<file path="config.mk">
export PLATFORM = sky130hd
export DESIGN_NAME = ecs_serializer
export DESIGN_NICKNAME = d
export VERILOG_FILES = /design/src/rtl/ecs_pkg.sv /design/src/rtl/ecs_capture.sv /design/src/rtl/ecs_framer.sv /design/src/rtl/ecs_shifter.sv /design/src/rtl/ecs_serializer.sv
export SDC_FILE = /design/constraint.sdc
export NUM_CORES = 1
export LEC_CHECK = 0
export BUFFER_PORTS_ARGS = -buffer_cell sky130_fd_sc_hd__buf_2
export CORE_UTILIZATION = 40
export DETAILED_ROUTE_END_ITERATION = 12
export MAX_ROUTING_LAYER = met4
export PLACE_DENSITY_LB_ADDON = 0.08
export SETUP_SLACK_MARGIN = 0.4
export SLEW_MARGIN = 20
export SYNTH_ARGS = -nofsm -noshare
export SYNTH_HDL_FRONTEND = slang
export SYNTH_SLANG_ARGS = --single-unit
</file>
<file path="constraint.sdc">
create_clock -name clk_i -period 3.4 [get_ports clk_i]
set_input_delay 0.68 -clock clk_i [delete_from_list [all_inputs] [get_ports clk_i]]
set_output_delay 0.68 -clock clk_i [all_outputs]
set_load 0.005 [all_outputs]
</file>
<file path="src/rtl/ecs_pkg.sv">
package ecs_pkg;
  localparam int unsigned WORD_W_DEF = 10;

  typedef enum logic {
    EDGE_RISE = 1'b0,
    EDGE_FALL = 1'b1
  } edge_sel_e;
endpackage

</file>
<file path="src/rtl/ecs_capture.sv">
module ecs_capture #(
  parameter int unsigned W = ecs_pkg::WORD_W_DEF
) (
  input  logic         clk_i,
  input  logic         rst_ni,
  input  logic         pclk_i,
  input  logic         edge_sel_i,
  input  logic         pd_i,
  input  logic [W-1:0] data_i,
  output logic [W-1:0] word_o
);
  import ecs_pkg::*;

  logic         pclk_q;
  logic [W-1:0] word_q;
  logic         rise, fall, take;
  edge_sel_e    sel;

  assign sel  = edge_sel_e'(edge_sel_i);
  assign rise = pclk_i & ~pclk_q;
  assign fall = ~pclk_i & pclk_q;
  assign take = ~pd_i & ((sel == EDGE_FALL) ? fall : rise);

  always_ff @(posedge clk_i or negedge rst_ni) begin
    if (!rst_ni) begin
      pclk_q <= 1'b0;
      word_q <= '0;
    end else begin
      pclk_q <= pclk_i;
      if (take) word_q <= data_i;
    end
  end

  assign word_o = word_q;

  p_capture_rise_r5: assert property (@(posedge clk_i) disable iff (!rst_ni)
    (!pd_i && !edge_sel_i && $rose(pclk_i)) |=> (word_o == $past(data_i)));

  p_capture_fall_r5: assert property (@(posedge clk_i) disable iff (!rst_ni)
    (!pd_i && edge_sel_i && $fell(pclk_i)) |=> (word_o == $past(data_i)));

  p_hold_in_pd_r7: assert property (@(posedge clk_i) disable iff (!rst_ni)
    pd_i |=> $stable(word_o));
endmodule

</file>
<file path="src/rtl/ecs_framer.sv">
module ecs_framer #(
  parameter int unsigned W  = ecs_pkg::WORD_W_DEF,
  parameter int unsigned FW = W + 2
) (
  input  logic [W-1:0]  word_i,
  input  logic          sync_i,
  output logic [FW-1:0] frame_o
);
  logic [FW-1:0] sync_pat;

  // training pattern: lower half ones (sent first), upper half zeros
  for (genvar i = 0; i < FW; i++) begin : g_sync
    assign sync_pat[i] = (i < FW / 2);
  end

  assign frame_o = sync_i ? sync_pat : {1'b0, word_i, 1'b1};
endmodule

</file>
<file path="src/rtl/ecs_shifter.sv">
module ecs_shifter #(
  parameter int unsigned FW = ecs_pkg::WORD_W_DEF + 2
) (
  input  logic          clk_i,
  input  logic          rst_ni,
  input  logic          pd_i,
  input  logic [FW-1:0] frame_i,
  output logic          load_o,
  output logic          bit_o,
  output logic          drv_o
);
  localparam int unsigned CW = $clog2(FW);
  localparam logic [CW-1:0] LAST = CW'(FW - 1);

  logic [CW-1:0] cnt_q;
  logic [FW-1:0] sh_q;
  logic          drv_q;
  logic          load;

  assign load = (cnt_q == LAST);

  always_ff @(posedge clk_i or negedge rst_ni) begin
    if (!rst_ni) begin
      cnt_q <= LAST;
      sh_q  <= '0;
      drv_q <= 1'b0;
    end else if (pd_i) begin
      cnt_q <= LAST;
      sh_q  <= '0;
      drv_q <= 1'b0;
    end else if (load) begin
      cnt_q <= '0;
      sh_q  <= frame_i;
      drv_q <= 1'b1;
    end else begin
      cnt_q <= cnt_q + 1'b1;
      sh_q  <= sh_q >> 1;
    end
  end

  assign load_o = load & ~pd_i;
  assign bit_o  = sh_q[0];
  assign drv_o  = drv_q;

  // checker state: levels seen so far in the current frame
  logic seen_hi_q, seen_lo_q;
  always_ff @(posedge clk_i or negedge rst_ni) begin
    if (!rst_ni) begin
      seen_hi_q <= 1'b0;
      seen_lo_q <= 1'b0;
    end else if (pd_i || load) begin
      seen_hi_q <= 1'b0;
      seen_lo_q <= 1'b0;
    end else begin
      seen_hi_q <= seen_hi_q | sh_q[0];
      seen_lo_q <= seen_lo_q | ~sh_q[0];
    end
  end

  p_frame_toggle_r3: assert property (@(posedge clk_i) disable iff (!rst_ni)
    (load && drv_q && !pd_i) |-> ((seen_hi_q || sh_q[0]) && (seen_lo_q || !sh_q[0])));

  p_wrap_r2: assert property (@(posedge clk_i) disable iff (!rst_ni)
    (load && !pd_i) |=> (cnt_q == '0));

  p_pd_clear_r7: assert property (@(posedge clk_i) disable iff (!rst_ni)
    pd_i |=> (sh_q == '0 && !drv_q && cnt_q == LAST));
endmodule

</file>
<file path="src/rtl/ecs_serializer.sv">
module ecs_serializer #(
  parameter int unsigned WORD_W = ecs_pkg::WORD_W_DEF
) (
  input  logic              clk_i,
  input  logic              rst_ni,
  input  logic              pclk_i,
  input  logic              edge_sel_i,
  input  logic [WORD_W-1:0] data_i,
  input  logic              sync_i,
  input  logic              oe_i,
  input  logic              pd_i,
  output logic              ser_o,
  output logic              ser_oe_o
);
  localparam int unsigned FW = WORD_W + 2;

  logic [WORD_W-1:0] word;
  logic [FW-1:0]     frame;
  logic              load, drv;

  ecs_capture #(.W(WORD_W)) u_capture (
    .clk_i      (clk_i),
    .rst_ni     (rst_ni),
    .pclk_i     (pclk_i),
    .edge_sel_i (edge_sel_i),
    .pd_i       (pd_i),
    .data_i     (data_i),
    .word_o     (word)
  );

  ecs_framer #(.W(WORD_W), .FW(FW)) u_framer (
    .word_i  (word),
    .sync_i  (sync_i),
    .frame_o (frame)
  );

  ecs_shifter #(.FW(FW)) u_shifter (
    .clk_i   (clk_i),
    .rst_ni  (rst_ni),
    .pd_i    (pd_i),
    .frame_i (frame),
    .load_o  (load),
    .bit_o   (ser_o),
    .drv_o   (drv)
  );

  assign ser_oe_o = drv & oe_i;

  p_start_bit_r1: assert property (@(posedge clk_i) disable iff (!rst_ni)
    (load && !sync_i) |=> ser_o);

  p_sync_lead_r4: assert property (@(posedge clk_i) disable iff (!rst_ni)
    (load && sync_i) |=> ser_o);

  p_pd_quiet_r7: assert property (@(posedge clk_i) disable iff (!rst_ni)
    $past(pd_i) |-> (!ser_o && !ser_oe_o));

  p_reset_quiet_r8: assert property (@(posedge clk_i)
    !rst_ni |-> (!ser_o && !ser_oe_o));
endmodule

</file>
### Word-level counts from Yosys, hierarchy flattened

Cells that the tools add are included.

| word-level totals | value |
|---|---|
| logic and storage cells | 23 |
| register bits | 28 |
| output and inout port bits | 2 |
| bits of input ports | 17 |

| operators by class | value |
|---|---|
| mux-type cells | 8 |
| reductions and logical operators | 1 |
| bitwise gates (word level) | 7 |
| add/sub/neg operators | 1 |
| eq/ne operators | 1 |

Operator list:

| kind | number |
|---|---|
| $mux W11 | 3 |
| $mux W4 | 2 |
| $add A4 B1 Y4 const B | 1 |
| $and A1 B1 Y1 | 4 |
| $eq A4 B4 Y1 const B | 1 |
| $mux W1 | 3 |
| $not A1 Y1 | 3 |
| $reduce_bool A2 Y1 | 1 |

### Logic depth before layout (Yosys ltp)

Gate-level depths: netlist of run 1.

| logic depth | value |
|---|---|
| depth after elaboration | 4 |
| mapped depth | 5 |
| gate-level depth less buffers | 4 |

### Hierarchy

A second synthesis of run 1 with hierarchy kept.

| second synthesis, totals | value |
|---|---|
| cells, all modules | 168 |
| area total of the unflattened synthesis | 1,665.3 sq um |

Modules (own cells, without submodules):

| module | seq. area each (sq um) | cells an instance | area each (sq um) | instances |
|---|---|---|---|---|
| ecs_capture | 275.3 | 83 | 845.8 | 1 |
| ecs_shifter | 429.2 | 70 | 728.2 | 1 |
| ecs_framer | 0.0 | 14 | 85.1 | 1 |
| ecs_serializer | 0.0 | 1 | 6.3 | 1 |

### Worst setup path before layout of run 1

Ideal clock, no wire load.

| timing | value |
|---|---|
| path type | input port to flip-flop |
| start | in pclk_i |
| end | reg u_capture.word_q[0], in the netlist u_capture.word_o[0] |
| path slack | 1.761 ns |
| required time | 3.275 ns |
| path buffers | 0 |
| data arrival time | 1.514 ns |
| stages | 3 |
| setup time | 0.125 ns |
| cells stage by stage | and3b_2 o21ai_4 mux2_2 |

| on the way | value |
|---|---|
| cells in the longest elaborated chain, start to end | 4 |
| elaborated cells on any way between the ends | 5 |
| those cells by class | mux (1); bitwise (4) |

RTL lines:

| element | line | source |
|---|---|---|
| from (decl) | ecs_serializer.sv:6 | `input logic pclk_i,` |
| $not A1 Y1 | ecs_capture.sv:21 | `assign fall = ~pclk_i & pclk_q;` |
| $and A1 B1 Y1 | ecs_capture.sv:21 |  |
| $mux W1 * | ecs_capture.sv:22 | `assign take = ~pd_i & ((sel == EDGE_FALL) ? fall : rise);` |
| $and A1 B1 Y1 * | ecs_capture.sv:22 |  |
| to (signal assigned) | ecs_capture.sv:30 | `if (take) word_q <= data_i;` |
| to (decl) | ecs_capture.sv:15 | `logic [W-1:0] word_q;` |

Mark *: on every way between the ends. The rest lies on a longest branch, timed or not.
A chain may end at the register's enable or synchronous reset.

### Worst setup path in the final report of run 1

| timing | value |
|---|---|
| start | in oe_i |
| end | out ser_oe_o |

| on the way | value |
|---|---|
| cells in the longest elaborated chain, start to end | 1 |

RTL lines:

| element | line | source |
|---|---|---|
| from (decl) | ecs_serializer.sv:10 | `input logic oe_i,` |
| $and A1 B1 Y1 | ecs_serializer.sv:47 | `assign ser_oe_o = drv & oe_i;` |
| to (decl) | ecs_serializer.sv:13 | `output logic ser_oe_o` |

Every way passes these cells.

==> results.yml, run 1 <==
power_and_ir_drop:
  leakage_nw: 0.560
  total_power_mw: 0.665
  p_clk_share_pct: 20.1
  powerDensity_nw_per_um2: 541
  ir_worst_vdd_mv: 0.234
  p_int_mw: 0.486
  swShare_pct: 26.9
  pwr-share-seq_pct: 60.8
  combPwrFrac_pct: 19.1
  switchingPower_mw: 0.179
global_route:
  overflow: 0
  antenna_found_initial: 0
  grt_pass1_vias: 672
  grt_pass1_wl_mm: 3.11
  grt_max_degree: 28
  grtUsageTotal_pct: 15.7
synthesis:
  yosys-top-cells-count: "dfrtp_1, nor2_1, mux2_2, nor3_1, nand3b_1"
  synth-edff-count: 0
  postSynthNetCount: 107
  synth_top_family_by_area: "simple AND/OR/NAND/NOR gates"
  synth_mux_area_share_pct: 11.3
  syn_area_sq_um: 1090
  yosys_register_bits: 27
  synth_top_area_cell: "dfrtp_1"
  async_reset_ff_share_pct: 100
  ys_warn_count: 0
  yosysSeqAreaShare_pct: 62.5
  synth_compound_area_share_pct: 4.49
  synth_most_common_cell: "dfrtp_1"
  synth_top_area_share_pct: 55.2
  synth_area_leaders: "dfrtp_1, mux2_2, dfstp_2, nor3_1, nor2_1"
  yosys.area_share.simple_pct: 19.1
  synth_cell_types: 25
  syn_inst: 89
  synth-xor-area-share_pct: 0
  synth_fa_ha_area_share_pct: 1.15
  synth_flop_cell: "dfrtp_1"
  avgSynthCellArea_sq_um: 12.2
status:
  outcome: "complete, no violations"
die:
  rows: 18
  dieArea_sq_um: 2930
  die_y_microns: 54.1
  io_pins: 19
  die_width_microns: 54.1
  initial_core_util_pct: 43.1
  core_sq_um: 2520
setup_path:
  max_stage_delay_ns: 0.12
  crit_family: "buffers and inverters"
  worstPathArrival_ns: 1.00
  cp.buffers_inverters: 2
  path_common_cell: "buf_2"
  start_kind: "input port"
  cp_cell_sequence: "buf_2 -> and2_1 -> buf_2"
  crit_type: "input port to output pin"
  crit_required_ns: 2.72
  endpoint_kind: "output pin"
  worstPathMaxFanout: 1
  crit_path_top_delay_cell: "and2_1"
cells_and_area:
  utilization_pct: 48.7
  final_cells: 138
  nets: 127
  drive_above_1_share_pct: 34.3
  antenna_cells: 0
  syn2layout_area_growth_pct: 13.0
  fin_area_sq_um: 1230
clock_tree:
  cts.sinks: 27
  holdBufCountCts: 0
  cts_htree_levels: 1
  cts_tree: "yes"
  cts_setup_buffers: 0
  cts_made_buffers: 3
  ctsResizeCount: 0
  clk-insertion-delay-late_ns: 0.31
  clk_pin_slew_ns: 0.14
  ctsRootBufferMaster: "clkbuf_4"
  cts_buffer_depth: 2
drt:
  first_iter_violations: 10
  wl_per_cell_microns: 12.9
  num_vias: 708
  drt_wl_total_mm: 1.78
  drc: 0
  dr.pass1.iters: 3
  via_per_inst: 5.13
  ant_nets: 0
timing:
  fin_skew_ns: 0.00151
  fin_crit_sh_pct: 49.5
  setup_ws_ns: 1.72
  timing.hold.ws_ns: 0.345
  slew_violations: 0
  relSlewSlack_pct: 61.2
  finalSetupTns_ns: 0
  rsz0062_at_grt: "no"
  worst_slew_pin_slew_ns: 0.582
  report.final.hold_viol_count: 0
  fmaxAchievable_mhz: 594
  setup_viol: 0
  min_period_ns: 1.68
placed_design:
  dpl.cell_count: 134
  place_ws_ns: 1.55
  dpl-instance-area_sq_um: 1200
  dp_hpwl_mm: 1.19
  numPortBuffers: 18
  place.gp.congestion: 0.733
min_path:
  hp-class: "input port to asynchronous set/reset pin"
flow_run:
  cap_viol_max_count: 0
## flip-flops by register name, summed over array words and instances (netlist names)
register	count
u_capture.pclk_q	1
u_shifter.drv_o	1
u_capture.word_o	10
u_shifter.sh_q	11
u_shifter.cnt_q	4
## area by class of cell
| type | count | area, sq um |
|---|---|---|
| Inverter | 1 | 3.75 |
| Timing Repair Buffer | 18 | 90.1 |
| Multi-Input combinational cell | 58 | 392 |
| Tap cell | 30 | 37.5 |
| Fill cell | 247 | 1290 |
| Sequential cell | 27 | 679 |
| Clock buffer | 4 | 26.3 |
## routing by layer
layer	routed length [microns]	up-vias	part of all wire [%]	track usage, %
li1	-	345	-	-
met1	867	347	49	20.9
met2	832	14	47	23.2
met3	64	2	3.6	2.54
met4	18	0	1.0	7.69
met5	0	-	0	-
## cells in the final DEF, fill, tap and decap left out, drive strengths merged
cell type and n:
nor3 10, a21oi 4, nand2b 1, clkbuf 4
o21ai 2, dfrtp 24, nor3b 1, nand3 2
o211ai 1, buf 18, nor2 11, nand2 4
dfstp 3, and2 1, or2 1, mux2 10
inv 1, nand3b 5, ha 1, mux2i 1
nor4b 1, and3b 2
## kinds of logic (layout without fill, tap and decap cells)
logic type | count (synthesis) | in the layout
multiplexers | 11 | 11
buffers and inverters | 4 | 23
AND/OR/NAND/NOR | 39 | 39
AO/OA/AOI/OAI | 7 | 7
flip-flops | 27 | 27
adder cells (fa/ha/maj) | 1 | 1
## path summary, 6_finish.rpt
| kind | start | to | slack [ns] | depth (start not counted) |
|---|---|---|---|---|
| hold reg to reg | u_shifter.sh_q[1] | u_shifter.sh_q[0] | 0.49 | 2 |
| min in group clk_i | pclk_i | u_capture.pclk_q | 0.48 | 1 |
| hold / removal | rst_ni | u_shifter.sh_q[1] | 0.34 | 1 |
| max in group asynchronous | rst_ni | u_capture.word_o[8] | 2.67 | 1 |
| setup / recovery | oe_i | ser_oe_o | 1.72 | 3 |
| setup reg to reg | u_shifter.cnt_q[0] | u_shifter.sh_q[5] | 1.78 | 4 |
## power by group through the flow
stage,sequential [mW],combinational [mW],clock [mW]
2_1_floorplan,0.404,0.0943,0
3_3_place_gp,0.410,0.127,0
3_5_place_dp,0.412,0.130,0
4_1_cts,0.405,0.131,0.142
5_1_grt,0.413,0.146,0.155
6_report,0.404,0.127,0.134
Note: power is estimated with default switching activity, not from simulation.
==> inputs of run 2 (changes only) <==
clock period = 1.6 ns   (was 3.4 ns; I/O delays follow)
==> results.yml, run 2 (synthesized netlist as in run 1, its figures left out) <==
status:
  outcome: "complete, no violations"
drt:
  ant_nets: 0
  via_per_inst: 5.08
  drt_wl_total_mm: 2.10
  routed-wl-met3_microns: 75
  drc: 0
  met1_length_mm: 1.05
  top_layer: "met4"
  met2_length_microns: 960
  dr.pass1.iters: 4
  num_vias: 757
  wl_per_cell_microns: 14.1
  first_iter_violations: 5
cells_and_area:
  drive_above_1_share_pct: 51.3
  nets: 138
  final_cell_mix: "dfrtp_1, buf_2, nor2_1, mux2_4, buf_4"
  syn2layout_area_growth_pct: 32.6
  largest_register_ffs: 11
  top_register: "u_shifter.sh_q"
  utilization_pct: 57.1
  fin_area_sq_um: 1440
  antenna_cells: 0
  final_cells: 149
  final_common_cell: "dfrtp_1"
clock_tree:
  clk-insertion-delay-late_ns: 0.32
  cts.sinks: 27
  cts_htree_levels: 1
  clk_pin_slew_ns: 0.15
  ctsRootBufferMaster: "clkbuf_4"
  cts_tree: "yes"
  cts_buffer_depth: 2
  cts_made_buffers: 3
setup_path:
  worstPathMaxFanout: 4
  endpoint_kind: "register"
  crit_required_ns: 1.83
  ff2ff_path_depth: 4
  start_kind: "register"
  r2r-end: "u_capture.word_o[7]"
  reg2reg_slack_ns: 0.25
  r2r_start: "u_capture.pclk_q"
  crit_type: "register to register"
  worstPathArrival_ns: 1.57
min_path:
  hp-start: "pclk_i"
  whs_path_depth: 1
  hp-class: "input port to register"
  min_to: "u_capture.pclk_q"
timing:
  fmaxAchievable_mhz: 742
  setup_ws_ns: 0.252
  slew_violations: 0
  rsz0062_at_grt: "yes"
  fin_crit_sh_pct: 84.3
  finalSetupTns_ns: 0
  relSlewSlack_pct: 59.4
  worst_slew_pin_slew_ns: 0.608
  setup_viol: 0
  fin_skew_ns: 0.0113
  timing.hold.ws_ns: 0.129
  report.final.hold_viol_count: 0
  min_period_ns: 1.35
power_and_ir_drop:
  total_power_mw: 1.60
  powerDensity_nw_per_um2: 1110
  p_clk_share_pct: 18.1
  switchingPower_mw: 0.457
  leakage_nw: 0.670
  ir_worst_vdd_mv: 0.610
  pwr-share-seq_pct: 55.0
  combPwrFrac_pct: 26.9
  swShare_pct: 28.6
  p_int_mw: 1.14
global_route:
  overflow: 0
  grt_pass1_vias: 703
  grt_pass1_wl_mm: 3.31
  antenna_found_initial: 0
  grtUsageTotal_pct: 16.9
  grt_max_degree: 28
placed_design:
  dpl-instance-area_sq_um: 1250
  dpl.cell_count: 137
  numPortBuffers: 18
  place.gp.congestion: 0.695
  dp_hpwl_mm: 1.27
  place_ws_ns: 0.125
die:
  die_y_microns: 54.1
  io_pins: 19
  initial_core_util_pct: 43.1
  dieArea_sq_um: 2930
  die_width_microns: 54.1
  rows: 18
  core_sq_um: 2520
flow_run:
  cap_viol_max_count: 0
## run 2: cell types whose count changed in the layout (fill, tap and decap cells not counted), sizes merged
cell / before / now
buf: 18 / 28
clkbuf: 4 / 3
clkinv: 0 / 1
dlygate4sd3: 0 / 1
## run 2: repair_timing
| action | in CTS | in global routing |
|---|---|---|
| setup buffers | 4 | 2 |
| pin swaps | 4 | 10 |
| cloned | 1 | 0 |
| endpoints found under the setup margin | 24 | 24 |
| gates resized for setup | 10 | 14 |
| hold buffers | 1 | 0 |
| hold endpoints to repair | 15 | 0 |
## run 2: metal layers
metal / track usage [%] / up-vias
met3: 3.67 / 2
met4: 6.41 / 0
met5: - / -
li1: - / 370
met1: 22.7 / 370
met2: 24.8 / 15
## run 2: critical path, stage by stage, from the launching register on
cell     delay [ns]
dfrtp_1        0.41
and3b_2        0.24
o21ai_4        0.13
buf_4          0.16
mux2_2         0.33
## run 2: worst max-delay path by stage
| stage | startpoint | to | slack [ns] | cells past startpoint |
|---|---|---|---|---|
| floorplan | u_shifter.cnt_q[1] | u_shifter.sh_q[10] | 0.30 | 3 |
| global placement | edge_sel_i | u_capture.word_o[7] | 0.15 | 4 |
| detailed placement | pclk_i | u_capture.word_o[9] | 0.13 | 4 |
| CTS | u_capture.pclk_q | u_capture.word_o[7] | 0.25 | 4 |
| global route | u_shifter.cnt_q[1] | u_shifter.sh_q[8] | 0.20 | 5 |
| finish | u_capture.pclk_q | u_capture.word_o[7] | 0.25 | 4 |
## run 2: area by class of cell
class                      count  area, sq um
clock buffer                   3         22.5
clock inverter                 1         5.00
fill                         228         1080
inverter                       1         3.75
multi-input combinational     58          494
sequential                    27          679
tap                           30         37.5
timing repair buffer          29          199
## run 2: power by group through the flow
stage | Clock (mW) | Combinational (mW) | Sequential [mW]
floorplan | 0 | 0.213 | 0.864
global placement | 0 | 0.316 | 0.874
detailed placement | 0 | 0.322 | 0.880
CTS | 0.303 | 0.379 | 0.868
global route | 0.325 | 0.476 | 0.894
finish | 0.289 | 0.430 | 0.879
